===== src/rtl/fan_tach_pkg.sv =====
package fan_tach_pkg;
   // register map bases (byte addresses)
   localparam int unsigned CNT_BASE  = 'h00;  // count hi at 2n, lo at 2n+1
   localparam int unsigned LIM_BASE  = 'h20;  // limit hi at 2n, lo at 2n+1
   localparam int unsigned STAT_BASE = 'h40;  // packed alarm bytes
   localparam int unsigned EN_BASE   = 'h48;  // enable mask, two bytes
   localparam int unsigned MASK_W    = 16;
endpackage


===== src/rtl/fan_tach_chan.sv =====
module fan_tach_chan #(
   parameter int CNT_W = 13
) (
   input  logic             clk,
   input  logic             rst_n,
   input  logic             tick,
   input  logic             enable,
   input  logic             tach_in,
   input  logic [CNT_W-1:0] limit,
   output logic [CNT_W-1:0] period,
   output logic             alarm_set
);
   localparam logic [CNT_W-1:0] CMAX = {CNT_W{1'b1}};

   logic [1:0]       sync_q;
   logic             prev_q;
   logic             armed_q;
   logic [CNT_W-1:0] cnt_q;
   logic             rise;
   logic             upd;
   logic [CNT_W-1:0] new_val;
   logic             bad;

   assign rise = sync_q[1] & ~prev_q;

   always_comb begin
      upd     = 1'b0;
      new_val = period;
      if (rise && armed_q) begin
         upd     = 1'b1;
         new_val = cnt_q;
      end else if (cnt_q == CMAX && period != CMAX) begin
         upd     = 1'b1;
         new_val = CMAX;
      end
      bad = (new_val == '0) || (new_val == CMAX) || (new_val > limit);
   end

   always_ff @(posedge clk or negedge rst_n) begin
      if (!rst_n) begin
         sync_q    <= '0;
         prev_q    <= 1'b0;
         armed_q   <= 1'b0;
         cnt_q     <= '0;
         period    <= '0;
         alarm_set <= 1'b0;
      end else begin
         sync_q <= {sync_q[0], tach_in};
         prev_q <= sync_q[1];
         if (!enable) begin
            armed_q   <= 1'b0;
            cnt_q     <= '0;
            period    <= '0;
            alarm_set <= 1'b0;
         end else begin
            alarm_set <= upd & bad;
            if (upd) period <= new_val;
            if (rise) begin
               armed_q <= 1'b1;
               cnt_q   <= tick ? CNT_W'(1) : '0;
            end else if (tick && cnt_q != CMAX) begin
               cnt_q <= cnt_q + 1'b1;
            end
         end
      end
   end
endmodule


===== src/rtl/fan_tach_status.sv =====
module fan_tach_status #(
   parameter int NUM_FANS = 12,
   parameter int NBYTES   = 2
) (
   input  logic                clk,
   input  logic                rst_n,
   input  logic [NUM_FANS-1:0] set_bits,
   input  logic [NBYTES-1:0]   clr_byte,
   output logic [NBYTES*8-1:0] stat
);
   for (genvar i = 0; i < NBYTES*8; i++) begin : g_bit
      if (i < NUM_FANS) begin : g_live
         always_ff @(posedge clk or negedge rst_n) begin
            if (!rst_n) stat[i] <= 1'b0;
            else        stat[i] <= set_bits[i] | (stat[i] & ~clr_byte[i/8]);
         end
      end else begin : g_pad
         assign stat[i] = 1'b0;
      end
   end
endmodule


===== src/rtl/fan_tach_monitor.sv =====
module fan_tach_monitor
   import fan_tach_pkg::*;
#(
   parameter int NUM_FANS = 12,
   parameter int CNT_W    = 13,
   parameter int ADDR_W   = 8,
   parameter int TICK_DIV = 1
) (
   input  logic                clk,
   input  logic                rst_n,
   input  logic [NUM_FANS-1:0] tach,
   input  logic                wr_en,
   input  logic                rd_en,
   input  logic [ADDR_W-1:0]   addr,
   input  logic [7:0]          wdata,
   output logic [7:0]          rdata
);
   localparam int LOW_W  = CNT_W - 8;
   localparam int NBYTES = (NUM_FANS + 7) / 8;

   if (NUM_FANS < 1 || NUM_FANS > MASK_W) begin : g_bad_fans
      $error("NUM_FANS must be 1..16");
   end
   if (CNT_W <= 8 || CNT_W > 16) begin : g_bad_cnt
      $error("CNT_W must be 9..16");
   end
   if (ADDR_W < 7) begin : g_bad_addr
      $error("ADDR_W too small for map");
   end
   if (TICK_DIV < 1) begin : g_bad_div
      $error("TICK_DIV must be positive");
   end

   // reference tick
   logic tick;
   if (TICK_DIV == 1) begin : g_tick_full
      assign tick = 1'b1;
   end else begin : g_tick_div
      localparam int DW = $clog2(TICK_DIV);
      logic [DW-1:0] div_q;
      always_ff @(posedge clk or negedge rst_n) begin
         if (!rst_n)                         div_q <= '0;
         else if (div_q == DW'(TICK_DIV-1)) div_q <= '0;
         else                                div_q <= div_q + 1'b1;
      end
      assign tick = (div_q == DW'(TICK_DIV-1));
   end

   logic [MASK_W-1:0] en_mask;
   logic [CNT_W-1:0]  lim    [NUM_FANS];
   logic [CNT_W-1:0]  period [NUM_FANS];
   logic [NUM_FANS-1:0] alarm_set;
   logic [NBYTES*8-1:0] stat;
   logic [NBYTES-1:0]   clr_byte;
   logic [LOW_W-1:0]    snap, snap_nxt;
   logic [7:0]          rd_mux;

   for (genvar n = 0; n < NUM_FANS; n++) begin : g_ch
      fan_tach_chan #(.CNT_W(CNT_W)) u_chan (
         .clk(clk), .rst_n(rst_n), .tick(tick), .enable(en_mask[n]),
         .tach_in(tach[n]), .limit(lim[n]), .period(period[n]),
         .alarm_set(alarm_set[n])
      );
   end

   fan_tach_status #(.NUM_FANS(NUM_FANS), .NBYTES(NBYTES)) u_stat (
      .clk(clk), .rst_n(rst_n), .set_bits(alarm_set), .clr_byte(clr_byte),
      .stat(stat)
   );

   // writes
   always_ff @(posedge clk or negedge rst_n) begin
      if (!rst_n) begin
         en_mask <= '0;
         for (int n = 0; n < NUM_FANS; n++) lim[n] <= {CNT_W{1'b1}};
      end else if (wr_en) begin
         if (addr == ADDR_W'(EN_BASE))     en_mask[7:0]  <= wdata;
         if (addr == ADDR_W'(EN_BASE + 1)) en_mask[15:8] <= wdata;
         for (int n = 0; n < NUM_FANS; n++) begin
            if (addr == ADDR_W'(LIM_BASE + 2*n))
               lim[n][CNT_W-1:LOW_W] <= wdata[CNT_W-LOW_W-1:0];
            if (addr == ADDR_W'(LIM_BASE + 2*n + 1))
               lim[n][LOW_W-1:0] <= wdata[LOW_W-1:0];
         end
      end
   end

   // read decode
   always_comb begin
      rd_mux   = '0;
      snap_nxt = snap;
      clr_byte = '0;
      if (addr == ADDR_W'(EN_BASE))     rd_mux = en_mask[7:0];
      if (addr == ADDR_W'(EN_BASE + 1)) rd_mux = en_mask[15:8];
      for (int n = 0; n < NUM_FANS; n++) begin
         if (addr == ADDR_W'(CNT_BASE + 2*n)) begin
            rd_mux   = 8'(period[n][CNT_W-1:LOW_W]);
            snap_nxt = period[n][LOW_W-1:0];
         end
         if (addr == ADDR_W'(CNT_BASE + 2*n + 1))
            rd_mux = 8'(snap);
         if (addr == ADDR_W'(LIM_BASE + 2*n))
            rd_mux = 8'(lim[n][CNT_W-1:LOW_W]);
         if (addr == ADDR_W'(LIM_BASE + 2*n + 1))
            rd_mux = 8'(lim[n][LOW_W-1:0]);
      end
      for (int k = 0; k < NBYTES; k++) begin
         if (addr == ADDR_W'(STAT_BASE + k)) begin
            rd_mux      = stat[k*8 +: 8];
            clr_byte[k] = rd_en;
         end
      end
   end

   always_ff @(posedge clk or negedge rst_n) begin
      if (!rst_n) begin
         rdata <= '0;
         snap  <= '0;
      end else if (rd_en) begin
         rdata <= rd_mux;
         snap  <= snap_nxt;
      end
   end
endmodule


===== config.mk =====
export PLATFORM = sky130hd
export DESIGN_NAME = fan_tach_monitor
export DESIGN_NICKNAME = d
export VERILOG_FILES = /design/src/rtl/fan_tach_pkg.sv /design/src/rtl/fan_tach_chan.sv /design/src/rtl/fan_tach_status.sv /design/src/rtl/fan_tach_monitor.sv
export SDC_FILE = /design/constraint.sdc
export NUM_CORES = 1
export LEC_CHECK = 0
export ABC_AREA = 0
export BUFFER_PORTS_ARGS = -buffer_cell sky130_fd_sc_hd__buf_2
export CELL_PAD_IN_SITES_DETAIL_PLACEMENT = 0
export CELL_PAD_IN_SITES_GLOBAL_PLACEMENT = 1
export CORE_MARGIN = 1
export CORE_UTILIZATION = 51
export DETAILED_ROUTE_END_ITERATION = 8
export GPL_TIMING_DRIVEN = 0
export PLACE_DENSITY_LB_ADDON = 0.12
export SLEW_MARGIN = 5
export SYNTH_ARGS = -nofsm -noshare
export SYNTH_HDL_FRONTEND = slang
export SYNTH_HIERARCHICAL = 1
export SYNTH_SLANG_ARGS = --single-unit

===== constraint.sdc =====
create_clock -name clk -period 3.8 [get_ports clk]
set_input_delay 0.76 -clock clk [delete_from_list [all_inputs] [get_ports clk]]
set_output_delay 0.76 -clock clk [all_outputs]
set_load 0.03 [all_outputs]

### Word-level counts from Yosys, hierarchy flattened

Index checks and enable logic that the tools add are counted.
Widths: inputs -> output; s select.

| word-level totals | value |
|---|---|
| register bits | 569 |
| output and inout port bits | 8 |
| bits of input ports | 32 |

| operators by class | value |
|---|---|
| bitwise gates (word level) | 62 |
| multiplexer cells | 210 |
| $add $sub $neg | 12 |
| order comparisons | 12 |
| reductions and logical operators | 89 |
| equal/unequal tests | 135 |

Operators by type and width:

| operator | number |
|---|---|
| $mux 13 | 84 |
| $mux 8 | 52 |
| $eq 13x13->1 const B | 24 |
| $ne 13x13->1 const B | 24 |
| $eq 8x6->1 const B | 24 |
| $add 13x1->13 const B | 12 |
| $gt 13x13->1 | 12 |
| $logic_not 13->1 | 12 |
| $eq 8x4->1 const B | 8 |
| $eq 8x5->1 const B | 8 |
| $mux 1 | 62 |
| $mux 5 | 12 |
| $reduce_and 2->1 | 27 |
| $ne 2x1->1 const B | 24 |
| $and 1x1->1 | 36 |
| $ne 3x1->1 const B | 12 |
| $eq 8x3->1 const B | 4 |
| $eq 8x7->1 const B | 4 |
| $logic_and 1x1->1 | 24 |
| $logic_or 1x1->1 | 24 |
| $eq 8x2->1 const B | 2 |
| $not 1->1 | 14 |
| $or 1x1->1 | 12 |
| $reduce_bool 12->1 | 1 |
| other kinds (2) | 2 |

### Longest topological paths before layout

| logic depth | value |
|---|---|
| word-level depth | 53 |
| depth in mapped cells | 15 |

### Modules after synthesis

Netlist, hierarchy kept.

Modules (own cells, without submodules):

| module | cells an instance | instances | area each (um2) |
|---|---|---|---|
| fan_tach_chan (g_ch[0].u_chan ...) | 200 | 9 | 1826.8 |
| fan_tach_monitor | 1176 | 1 | 11862.6 |
| fan_tach_chan (g_ch[1].u_chan) | 205 | 1 | 2029.4 |
| fan_tach_chan (g_ch[8].u_chan) | 205 | 1 | 1844.3 |
| fan_tach_chan (g_ch[9].u_chan) | 186 | 1 | 1811.7 |
| fan_tach_status | 31 | 1 | 431.7 |

### Least setup slack after synthesis

OpenSTA, ideal clock, no wires.

| timing path | value |
|---|---|
| kind | reg2reg |
| start point | reg g_ch[0].u_chan.cnt_q[0] |
| end point | reg g_ch[0].u_chan.alarm_set |
| setup slack | 742 ps |
| setup time | 117 ps |
| stages on the path, launching flop included | 15 |
| buffers on the path | 2 |
| data arrival time | 2941 ps |
| cells stage by stage | dfrtp_1 > ha_1 > nand4_1 > or4_4 > buf_6 > o21ai_4 > buf_4 > o22a_1 > ha_1 > a211oi_1 > o21bai_1 > a2111oi_0 > or3_1 > a311o_1 > nand2_1 |

| on the way | value |
|---|---|
| cells in the longest elaborated chain, start to end | 9 |
| elaborated cells on any way between the ends | 13 |
| classes of those cells | order compare (1); eq/ne (2); mux (5); bitwise (1); reduce/logical (4) |

RTL lines:

| what | RTL line | RTL |
|---|---|---|
| from (decl) | fan_tach_chan.sv:18 | `logic [CNT_W-1:0] cnt_q;` |
| from (signal assigned) | fan_tach_chan.sv:60 | `cnt_q <= tick ? CNT_W'(1) : '0;` |
| from (signal assigned) | fan_tach_chan.sv:62 | `cnt_q <= cnt_q + 1'b1;` |
| parallel branches: the longest is 7 deep, another holds $gt 13x13->1 | -- |  |
| $and 1x1->1 (*) | fan_tach_chan.sv:56 | `alarm_set <= upd & bad;` |
| $mux 1 (*) | fan_tach_chan.sv:50 | `if (!enable) begin` |
| to (signal assigned) | fan_tach_chan.sv:56 |  |
| to (decl) | fan_tach_chan.sv:11 | `output logic alarm_set` |

Every way passes the cells marked *.
A chain may end at the register's enable or synchronous reset.

### Worst setup path after layout

| timing path | value |
|---|---|
| start point | in addr[0] |
| end point | reg rdata[0] |

| on the way | value |
|---|---|
| cells in the longest elaborated chain, start to end | 53 |
| elaborated cells on any way between the ends | 104 |
| classes of those cells | eq/ne (51); mux (52); reduce/logical (1) |

RTL lines:

| what | RTL line | RTL |
|---|---|---|
| from (decl) | fan_tach_monitor.sv:14 | `input logic [ADDR_W-1:0] addr,` |
| $eq 8x7->1 | fan_tach_monitor.sv:93 | `if (addr == ADDR_W'(EN_BASE)) rd_mux = en_mask[7:0];` |
| $mux 8 | fan_tach_monitor.sv:93 |  |
| $mux 8 | fan_tach_monitor.sv:94 | `if (addr == ADDR_W'(EN_BASE + 1)) rd_mux = en_mask[15:8];` |
| $mux 8 | fan_tach_monitor.sv:96 | `if (addr == ADDR_W'(CNT_BASE + 2*n)) begin` |
| $mux 8 | fan_tach_monitor.sv:100 | `if (addr == ADDR_W'(CNT_BASE + 2*n + 1))` |
| $mux 8 | fan_tach_monitor.sv:102 | `if (addr == ADDR_W'(LIM_BASE + 2*n))` |
| $mux 8 | fan_tach_monitor.sv:104 | `if (addr == ADDR_W'(LIM_BASE + 2*n + 1))` |
| $mux 8 | fan_tach_monitor.sv:96 |  |
| (+37 left out) | -- |  |
| $mux 8 | fan_tach_monitor.sv:102 |  |
| $mux 8 | fan_tach_monitor.sv:104 |  |
| $mux 8 | fan_tach_monitor.sv:96 |  |
| $mux 8 | fan_tach_monitor.sv:100 |  |
| $mux 8 | fan_tach_monitor.sv:102 |  |
| $mux 8 | fan_tach_monitor.sv:104 |  |
| $mux 8 | fan_tach_monitor.sv:108 | `if (addr == ADDR_W'(STAT_BASE + k)) begin` |
| $mux 8 (*) | fan_tach_monitor.sv:108 |  |
| to (signal assigned) | fan_tach_monitor.sv:120 | `rdata <= rd_mux;` |
| to (decl) | fan_tach_monitor.sv:16 | `output logic [7:0] rdata` |

Every way passes the cells marked *; elsewhere a longest branch is shown, timed or not.

==> metrics <==
status=complete, no violations; Net Sw Power=3.75 mW; Buf+Inv Stages, Crit Path=5; largest buffer count on any clock path=3; CP Launch Type=input pin; num rows=94; Area after DPL=36,100 µm²; half-perimeter wire length after placement=96.3 mm; worst r2r src=g_ch[10].u_chan/cnt_q[0]$_DFFE_PN0P_; drt total wl=127 mm; Synth top area share=30.0%; Avg Inst Size Synth=9.55 µm²; sw frac=26.6%; clock power share=45.5%; Worst Skew=0.0259 ns; area leader, netlist=dfrtp_1; area grow syn2layout=11.4%; fin crit period=3.80 ns; Iter 0 DRT Violations=3,028; Worst-path clk slew=0.06 ns; Max Cap Viol=0; r2r worst-path depth=14; Top Layer Used=met5; pwr dens=367 nW/µm²; EDFF count, synth=0; Die W=262 µm; Tot GR Track Use=37.1%; Int Pwr=10.3 mW; clk root buf=clkbuf_16; dominant cells by area after synthesis=dfrtp_1 (30%), dfstp_2 (12%), ha_1 (6.1%); DR DRC count=0; wl on met1=54.0 mm; VDD IR-drop max=354 µV; leak pwr=16.2 nW; core footprint=66,200 µm²; final hold violation count=0; final instance area=38,300 µm²; Crit path arrival time=4.36 ns; critical path required time=4.37 ns; Syn Inst Count=3,603; Min Hold Slack=0.0414 ns; Via-to-Cell Ratio=6.46; WL/cell=27.0 µm; Seq/Total Area, Yosys=41.9%; total grt overflow=0; endpoints failing setup=0; total CTS buffers=67; CTS tree=done; routability cong.=1.05; largest net degree at the start of global routing=125; Main synth FF type=dfrtp_1; CP cell instances=buf_2 > buf_4 > buf_2 > clkinv_1 > clkbuf_1 > a21boi_0 > o221ai_1 > a21oi_1 > o41ai_1 > a21oi_1 > o21ai_1 > a21o_1; worst slew pin tran=1.40 ns; PortBufs=37; Slew headroom=6.14%; # clock sinks=569; Comb pwr share=8.7%; H-Tree Depth=3; post-layout net count=3,990; vias in the first global route=29,900; critical path's slowest cell=o41ai_1; Clock Latency Late Sink=0.64 ns; wire length on met2=56.6 mm; Mapped Area=34,400 µm²; reg2reg end=g_ch[10].u_chan/alarm_set$_DFF_PN0_; vias=30,400; Final TNS setup=0 ns; Tcrit/Tclk final=99.9%; io pins=40; count of distinct cell types in the synthesized netlist=119; Max Clk Rate=263 MHz; die footprint=68,500 µm²; unrepaired setup endpoints after global routing=no; share of cells above drive strength 1=17.8%; global-route wire length before repair=190 mm; critical path type=input pin to flip-flop; min-delay worst type=input pin to asynchronous set/reset pin; Setup WS post-layout=0.00473 ns; Pre-Repair DR Iteration Count=6; starting density of the core=52.0%; FF-to-FF setup slack=0.12 ns; peak fanout along the critical path=10; initial antenna violation count=5; post-route ant nets=0; crit-path max cell delay=0.73 ns; part of the power in registers=45.8%; Slew Viols, Final=0; Yosys reg bits=569; Setup crit end kind=flip-flop; met3 routed WL=9.66 mm; Die Ht=262 µm; fraction of registers with async set/reset=100%; Placement Setup Slack=-0.426 ns; crit-path leading delay family=compound AO/OA/AOI/OAI gates; fin util=57.9%; Ys Warns=6
[cells in the mapped netlist (all sizes together), types with 10 or more instances]
| cell | number |
|---|---|
| dfstp | 156 |
| nor4 | 51 |
| and2 | 153 |
| mux2 | 177 |
| a21oi | 207 |
| and3 | 15 |
| o22ai | 40 |
| nor3 | 79 |
| dfrtp | 413 |
| or4 | 17 |
| clkbuf | 82 |
| o32ai | 10 |
| nor2b | 35 |
| xnor2 | 47 |
| o22a | 95 |
| o21ai | 127 |
| a21o | 22 |
| ha | 168 |
| a221oi | 26 |
| o21bai | 20 |
| o31a | 10 |
| buf | 89 |
| xor2 | 39 |
| a22oi | 32 |
| o21a | 12 |
| or3 | 54 |
| a21boi | 21 |
| nand2 | 275 |
| nor2 | 362 |
| a32oi | 20 |
| a211oi | 17 |
| inv | 211 |
| o211ai | 10 |
| o221ai | 15 |
| nand2b | 31 |
| mux2i | 21 |
| a2111oi | 23 |
| nand4 | 105 |
| nand3 | 162 |
| a31oi | 15 |
[worst register-to-register path, cell delays in order, from the launching register on]
cell and delay [ns]:
dfrtp_1 0.46, ha_1 0.25, nand4_1 0.17, or4_4 0.46
buf_6 0.16, o21ai_4 0.16, buf_4 0.19, o22a_1 0.18
ha_1 0.24, a211oi_1 0.29, o21bai_1 0.12, a2111oi_1 0.45
or3_1 0.18, a311o_1 0.16, nand2_1 0.09
[final cells by class]
type,instances,area (µm²)
Antenna cell,2,5.00
Buffer,171,917
Clock buffer,105,2010
Clock inverter,17,174
Fill cell,5821,27900
Inverter,213,800
Multi-Input combinational cell,2725,18600
Sequential cell,569,14400
Tap cell,864,1080
Timing Repair Buffer,43,340
[layer usage]
| metal | GRT usage, % | vias up |
|---|---|---|
| met5 | 0 | - |
| li1 | - | 13500 |
| met1 | 49.6 | 15300 |
| met4 | 17.4 | 4 |
| met3 | 7.76 | 334 |
| met2 | 57.6 | 1314 |
[registers in the layout (all words and copies together), names as in the netlist, 16 cells and up]
name and count:
g_ch.u_chan/cnt_q 156, lim 156, g_ch.u_chan/period 156, g_ch.u_chan/sync_q 24
en_mask 16
[timing repair]
item,in CTS,in global routing
endpoints found under the hold margin,0,0
setup buffers,0,1
resized for setup,0,6
hold buffers,0,0
endpoints found under the setup margin,0,5
[worst max-delay path by stage]
| stage | from | to | slack, ns | cells past startpoint |
|---|---|---|---|---|
| after floorplan | g_ch[0].u_chan/cnt_q[0]$_DFFE_PN0P_ | g_ch[0].u_chan/alarm_set$_DFF_PN0_ | 0.74 | 14 |
| after global placement | rst_n | g_ch[6].u_chan/cnt_q[2]$_DFFE_PN0P_ | -9.34 | 1 |
| after detailed placement | addr[1] | rdata[2]$_DFFE_PN0P_ | -0.43 | 11 |
| after CTS | g_ch[2].u_chan/cnt_q[0]$_DFFE_PN0P_ | g_ch[2].u_chan/alarm_set$_DFF_PN0_ | 0.19 | 14 |
| after global routing | g_ch[10].u_chan/cnt_q[0]$_DFFE_PN0P_ | g_ch[10].u_chan/alarm_set$_DFF_PN0_ | 0.01 | 14 |
| final | addr[0] | rdata[0]$_DFFE_PN0P_ | 0.005 | 12 |
[cell families after synthesis]
group	Yosys count	synth area share (%)
and+or+nand+nor	1386	21.5
AOI/OAI and AO/OA	810	16.9
DFF	569	41.9
buffers and inverters	384	4.99
muxes	198	6.40
adders and majority gates	168	6.11
xor gates and xnor gates	86	2.19
other	2	0.0218
[power groups by stage]
stage / combinational, mW / sequential (mW) / clock, mW
3_5_place_dp: 1.19 / 6.53 / 0
2_1_floorplan: 0.678 / 6.44 / 0
4_1_cts: 1.20 / 6.43 / 6.48
3_3_place_gp: 1.15 / 6.53 / 0
5_1_grt: 1.32 / 6.45 / 6.74
6_report: 1.23 / 6.44 / 6.40
[stage by stage]
stage	power [mW]	std cells
CTS	14.1	4706
finish	14.1	4709
global route	14.5	4707
floorplan	7.12	3678
detailed placement	7.72	4584
global placement	7.67	4579
[cells in the final DEF (no fill, tap or decap), types with 47 or more instances in the layout]
cell type / n
a21oi_1: 202
and2_1: 151
buf_2: 83
clkbuf_1: 102
clkbuf_16: 69
conb_1: 77
dfrtp_1: 411
dfstp_2: 156
ha_1: 168
inv_1: 210
mux2_2: 177
nand2_1: 270
nand3_1: 156
nand4_1: 93
nor2_1: 348
nor3_1: 69
nor4_1: 47
o21ai_0: 113
o22a_1: 91
or3_1: 53
xnor2_1: 47
(Power assumes the default switching activity.)
